==> src/rtl/ovld_pkg.sv <==
// Package: shared encodings for the overload condition detector.
// Assumes field codes come from the protocol engine's bit state machine.
package ovld_pkg;

    // Field codes presented by the protocol engine with each sampled bit.
    typedef enum logic [2:0] {
        FLD_OTHER  = 3'd0,
        FLD_EOF    = 3'd1,
        FLD_IFS    = 3'd2,
        FLD_ERRDLM = 3'd3,
        FLD_OVLDLM = 3'd4
    } field_e;

    // Cause codes reported alongside an overload request.
    typedef enum logic [1:0] {
        CAUSE_IFS    = 2'd0,
        CAUSE_EOF    = 2'd1,
        CAUSE_ERRDLM = 2'd2,
        CAUSE_OVLDLM = 2'd3
    } cause_e;

    localparam int unsigned NUM_CAUSES = 4;

    // Hit-vector bit positions; the bit index equals the cause code.
    localparam int unsigned HIT_IFS    = 0;
    localparam int unsigned HIT_EOF    = 1;
    localparam int unsigned HIT_ERRDLM = 2;
    localparam int unsigned HIT_OVLDLM = 3;

endpackage

==> src/rtl/ovld_field_decode.sv <==
// Module: ovld_field_decode
// Compares the field code and bit index against the protocol positions
// at which a dominant bit means overload. It produces one hit flag per
// cause. Purely combinational. Assumes the strobe and the bus level are
// qualified by the caller.
module ovld_field_decode
    import ovld_pkg::*;
#(
    parameter int unsigned IDX_W     = 4,
    parameter int unsigned IFS_BITS  = 2,  // leading intermission bits that trigger
    parameter int unsigned EOF_LEN   = 7,
    parameter int unsigned DLM_LEN   = 8
) (
    input  logic [2:0]            field_sel,
    input  logic [IDX_W-1:0]      bit_idx,
    input  logic                  rx_mode,
    output logic [NUM_CAUSES-1:0] hit
);
    localparam logic [IDX_W-1:0] EOF_LAST = IDX_W'(EOF_LEN - 1);
    localparam logic [IDX_W-1:0] DLM_LAST = IDX_W'(DLM_LEN - 1);

    logic [IFS_BITS-1:0] ifs_pos;

    // One comparator per triggering intermission position.
    for (genvar g = 0; g < IFS_BITS; g++) begin : g_ifs_pos
        assign ifs_pos[g] = (bit_idx == IDX_W'(g));
    end

    // Map field and position onto the per-cause hit flags.
    always_comb begin
        hit             = '0;
        hit[HIT_IFS]    = (field_sel == FLD_IFS)    && (|ifs_pos);
        hit[HIT_EOF]    = (field_sel == FLD_EOF)    && (bit_idx == EOF_LAST) && rx_mode;
        hit[HIT_ERRDLM] = (field_sel == FLD_ERRDLM) && (bit_idx == DLM_LAST);
        hit[HIT_OVLDLM] = (field_sel == FLD_OVLDLM) && (bit_idx == DLM_LAST);
    end

endmodule

==> src/rtl/ovld_cause_enc.sv <==
// Module: ovld_cause_enc
// Turns the per-cause hit flags into a valid flag and a cause code.
// The lowest-numbered hit wins. Assumes the hits normally arrive one-hot,
// because only one field is active at a time.
module ovld_cause_enc
    import ovld_pkg::*;
(
    input  logic [NUM_CAUSES-1:0] hit,
    output logic                  any_hit,
    output logic [1:0]            cause
);
    // Priority-encode the hit vector, scanning from the top down.
    always_comb begin
        cause = '0;
        for (int i = NUM_CAUSES - 1; i >= 0; i--) begin
            if (hit[i]) cause = 2'(i);
        end
        any_hit = |hit;
    end

endmodule

==> src/rtl/ovld_detect.sv <==
// Module: ovld_detect (top)
// Overload condition detector. On each sample-point strobe that carries a
// dominant bus level, it checks the field and bit position. If an overload
// condition is found, it registers a one-cycle request and a cause code.
// Assumes synchronous active-low reset and one strobe per sampled bit.
module ovld_detect
    import ovld_pkg::*;
#(
    parameter int unsigned IDX_W    = 4,
    parameter int unsigned IFS_BITS = 2,
    parameter int unsigned EOF_LEN  = 7,
    parameter int unsigned DLM_LEN  = 8
) (
    input  logic             clk,
    input  logic             rst_n,
    input  logic             sample_en,
    input  logic             bus_rx,
    input  logic [2:0]       field_sel,
    input  logic [IDX_W-1:0] bit_idx,
    input  logic             rx_mode,
    output logic             ovl_req,
    output logic [1:0]       ovl_cause
);
    logic [NUM_CAUSES-1:0] hit;
    logic                  any_hit;
    logic [1:0]            cause_nxt;
    logic                  fire;

    ovld_field_decode #(
        .IDX_W   (IDX_W),
        .IFS_BITS(IFS_BITS),
        .EOF_LEN (EOF_LEN),
        .DLM_LEN (DLM_LEN)
    ) decode_i (
        .field_sel(field_sel),
        .bit_idx  (bit_idx),
        .rx_mode  (rx_mode),
        .hit      (hit)
    );

    ovld_cause_enc enc_i (
        .hit    (hit),
        .any_hit(any_hit),
        .cause  (cause_nxt)
    );

    // Qualify the position hit with the strobe and a dominant level.
    always_comb fire = sample_en && !bus_rx && any_hit;

    // Register the request and the cause; the cause reads zero while idle.
    always_ff @(posedge clk) begin
        if (!rst_n) begin
            ovl_req   <= 1'b0;
            ovl_cause <= 2'd0;
        end else begin
            ovl_req   <= fire;
            ovl_cause <= fire ? cause_nxt : 2'd0;
        end
    end

    // a request needs a strobed dominant sample one cycle earlier.
    a_r8_needs_strobe: assert property (@(posedge clk) disable iff (!rst_n)
        !sample_en |=> !ovl_req);
    a_r7_recessive_quiet: assert property (@(posedge clk) disable iff (!rst_n)
        (sample_en && bus_rx) |=> !ovl_req);
    // dominant final end-of-frame bit while transmitting gives no request.
    a_r4_tx_eof_quiet: assert property (@(posedge clk) disable iff (!rst_n)
        (sample_en && !bus_rx && field_sel == FLD_EOF && !rx_mode) |=> !ovl_req);
    // third intermission bit is a start of frame.
    a_r2_ifs3_quiet: assert property (@(posedge clk) disable iff (!rst_n)
        (field_sel == FLD_IFS && bit_idx == IDX_W'(IFS_BITS)) |=> !ovl_req);
    // a dominant final delimiter bit gives the matching cause.
    a_r5_errdlm_cause: assert property (@(posedge clk) disable iff (!rst_n)
        (sample_en && !bus_rx && field_sel == FLD_ERRDLM && bit_idx == IDX_W'(DLM_LEN-1))
        |=> (ovl_req && ovl_cause == CAUSE_ERRDLM));
    a_r6_ovldlm_cause: assert property (@(posedge clk) disable iff (!rst_n)
        (sample_en && !bus_rx && field_sel == FLD_OVLDLM && bit_idx == IDX_W'(DLM_LEN-1))
        |=> (ovl_req && ovl_cause == CAUSE_OVLDLM));
    // the cause reads zero while no request is raised.
    a_r9_idle_cause: assert property (@(posedge clk) disable iff (!rst_n)
        !ovl_req |-> ovl_cause == 2'd0);
    // reset clears the request on the following cycle.
    a_r10_reset_clear: assert property (@(posedge clk)
        !rst_n |=> (!ovl_req && ovl_cause == 2'd0));

endmodule

==> config.mk <==
export PLATFORM = sky130hd
export DESIGN_NAME = ovld_detect
export DESIGN_NICKNAME = d
export VERILOG_FILES = /design/src/rtl/ovld_pkg.sv /design/src/rtl/ovld_field_decode.sv /design/src/rtl/ovld_cause_enc.sv /design/src/rtl/ovld_detect.sv
export SDC_FILE = /design/constraint.sdc
export NUM_CORES = 1
export LEC_CHECK = 0
export ABC_AREA = 1
export ABC_CLOCK_PERIOD_IN_PS = 1900
export BUFFER_PORTS_ARGS = -buffer_cell sky130_fd_sc_hd__buf_2
export CAP_MARGIN = 20
export CORE_AREA = 2 2 39 41
export DETAILED_ROUTE_END_ITERATION = 10
export DIE_AREA = 0 0 41 43
export GPL_TIMING_DRIVEN = 0
export HOLD_SLACK_MARGIN = 0.12
export PLACE_DENSITY_LB_ADDON = 0.1
export SLEW_MARGIN = 30
export SYNTH_ARGS = -nofsm -noshare
export SYNTH_HDL_FRONTEND = slang
export SYNTH_SLANG_ARGS = --single-unit
==> constraint.sdc <==
create_clock -name clk -period 1.9 [get_ports clk]
set_input_delay 0.38 -clock clk [delete_from_list [all_inputs] [get_ports clk]]
set_output_delay 0.38 -clock clk [all_outputs]
set_load 0.02 [all_outputs]
==> reports/results.ini <==
[place]
dp_cells=64
io_buffers=14
dpl.hpwl_um=414
dpl_worst_slack_ns=0.778
gp_congestion=0.632

[clock_network]
cts_resized=0
cts_tree=yes
cts-root-buf=clkbuf_4
clock_sinks=3
cts_made_buffers=3
post-cts-setup-buffer-count=0
htreeDepth=1
clockBufferDepth=2
postCtsHoldBufs=0
clk_pin_slew_ns=0.04

[sta]
rsz0062_at_grt=no
fmax_mhz=950
period_needed_ns=1.05
setup_tns_ns=0
report.final.slew_viol_count=0
fin_ws_ns=0.848
setup_viol=0
slew_headroom_pct=90.0
hold_violations=0
finalCritPeriodShare_pct=55.4
worst_pin_slew_ns=0.149

[synth]
yosys_warnings=0
synth_top_area_share_pct=32.4
synth_area_leaders=dfxtp_1 (32%), nand2_1 (22%), nor2_1 (18%), nand3_1 (11%), inv_1 (10%)
avgSynthCellArea_um2=5.45
synth_cell_type_count=7
synthesis.nets=46
syn_inst=34
ys_ff_latch=3
ys_seq_area_share_pct=32.4
syn-cell-area_um2=185
yosysTopAreaCell=dfxtp_1

[die]
start_util_pct=13.4
die_w_um=41
dieArea_mm2=0.00176
core_area_mm2=0.00138
dieHeight_um=43
rows=14
io_pins=15

[power_and_ir_drop]
power.share.sequential_pct=31.8
power.clock.fraction_pct=54.9
power_density_mw_per_mm2=661
ir_worst_vdd_v=0.0000969
leakage_nw=0.177
switchingPower_uw=44.7
power.share.switching_pct=22.4
power.total_uw=199
combPwrFrac_pct=13.3
cell_internal_pwr_uw=155

[hold_path]
min_path_cells=2
worstHoldPathType=in2reg

[worst_setup_path]
cp-start-kind=flip-flop
worst-path-buf-inv=1
crit_slowest_cell=dfxtp_1
cp_cell_sequence=buf_2
cp.required_ns=1.52
crit_fanout=1
path_class=reg2out
path_delay_family=flip-flops
worstPathArrival_ns=0.67
max_stage_delay_ns=0.29
cp.depth=1
endpoint_kind=output port

[drt]
routedWlPerCell_um=7.07
ant_nets=0
viasPerCell=3.53
num_vias=240
drc_errors=0
drtPass1Iterations=1
wl_um=481
first_iter_violations=0

[cells_and_area]
final_nets=65
final_cells=68
drive_gt1_share_pct=32.7
antenna_cells=0
fillers=171
syn2layout_area_growth_pct=62.8
multi_input_area_um2=106
utilization_pct=21.8
seq_area_um2=60.1

[global_routing]
grt_pass1_vias=227
track_usage_pct=7.50
grt_max_degree=5
grt_overflow_total=0
antenna_found_initial=0
grt_first_pass_wirelength_um=821

[job]
maxCapViolations=0

[status]
outcome=completed

==> power by group through the flow <==
stage	logic [mW]	clock network, mW	registers, mW
CTS	0.0270	0.115	0.0635
floorplan	0.0104	0	0.0646
global route	0.0305	0.119	0.0634
global placement	0.0271	0	0.0644
detailed placement	0.0269	0	0.0644
finish	0.0265	0.109	0.0635
==> layer usage <==
metal	global-route usage [%]	routed length, um
met1	7.94	211
met2	9.69	242
met3	2.09	28
met4	10.0	0
met5	0	0
==> cell usage after synthesis (all sizes together) <==
library cell and number:
and2 1, dfxtp 3, inv 5, nand2 11, nand3 4, nor2 9, nor3 1
==> worst paths after layout <==
kind / start / endpoint / slack [ns]
worst max-delay path: ovl_cause[0]$_SDFF_PP0_ / ovl_cause[0] / 0.85
worst min-delay path: bus_rx / ovl_cause[1]$_SDFF_PP0_ / 0.33
==> sequential cells by signal (all words and copies together), names as in the netlist <==
| register | count |
|---|---|
| ovl_cause | 2 |
| ovl_req | 1 |
==> through the flow <==
step,hold slack [ns],area (um2)
3_3_place_gp,0.573,275
3_5_place_dp,0.573,275
5_1_grt,0.326,302
2_1_floorplan,0.458,185
6_report,0.333,302
4_1_cts,0.328,302
==> layout by cell type, fill, tap and decap left out <==
cell type,instances
and2_0,1
buf_2,14
clkbuf_1,1
clkbuf_4,3
dfxtp_1,3
inv_1,5
nand2_1,11
nand3_1,4
nor2_1,9
nor3_1,1
==> cell type report <==
class / count / area share (%)
Tap cell: 16 / 6.64
Clock buffer: 4 / 8.71
Sequential cell: 3 / 19.9
Inverter: 5 / 6.22
Multi-Input combinational cell: 26 / 35.3
Timing Repair Buffer: 14 / 23.2
==> cell families after synthesis <==
kind of cell	after synthesis	synth area share, %
and+or+nand+nor	26	57.4
DFF	3	32.4
buffers and inverters	5	10.1
No activity file was read; power rests on OpenSTA's default activity.
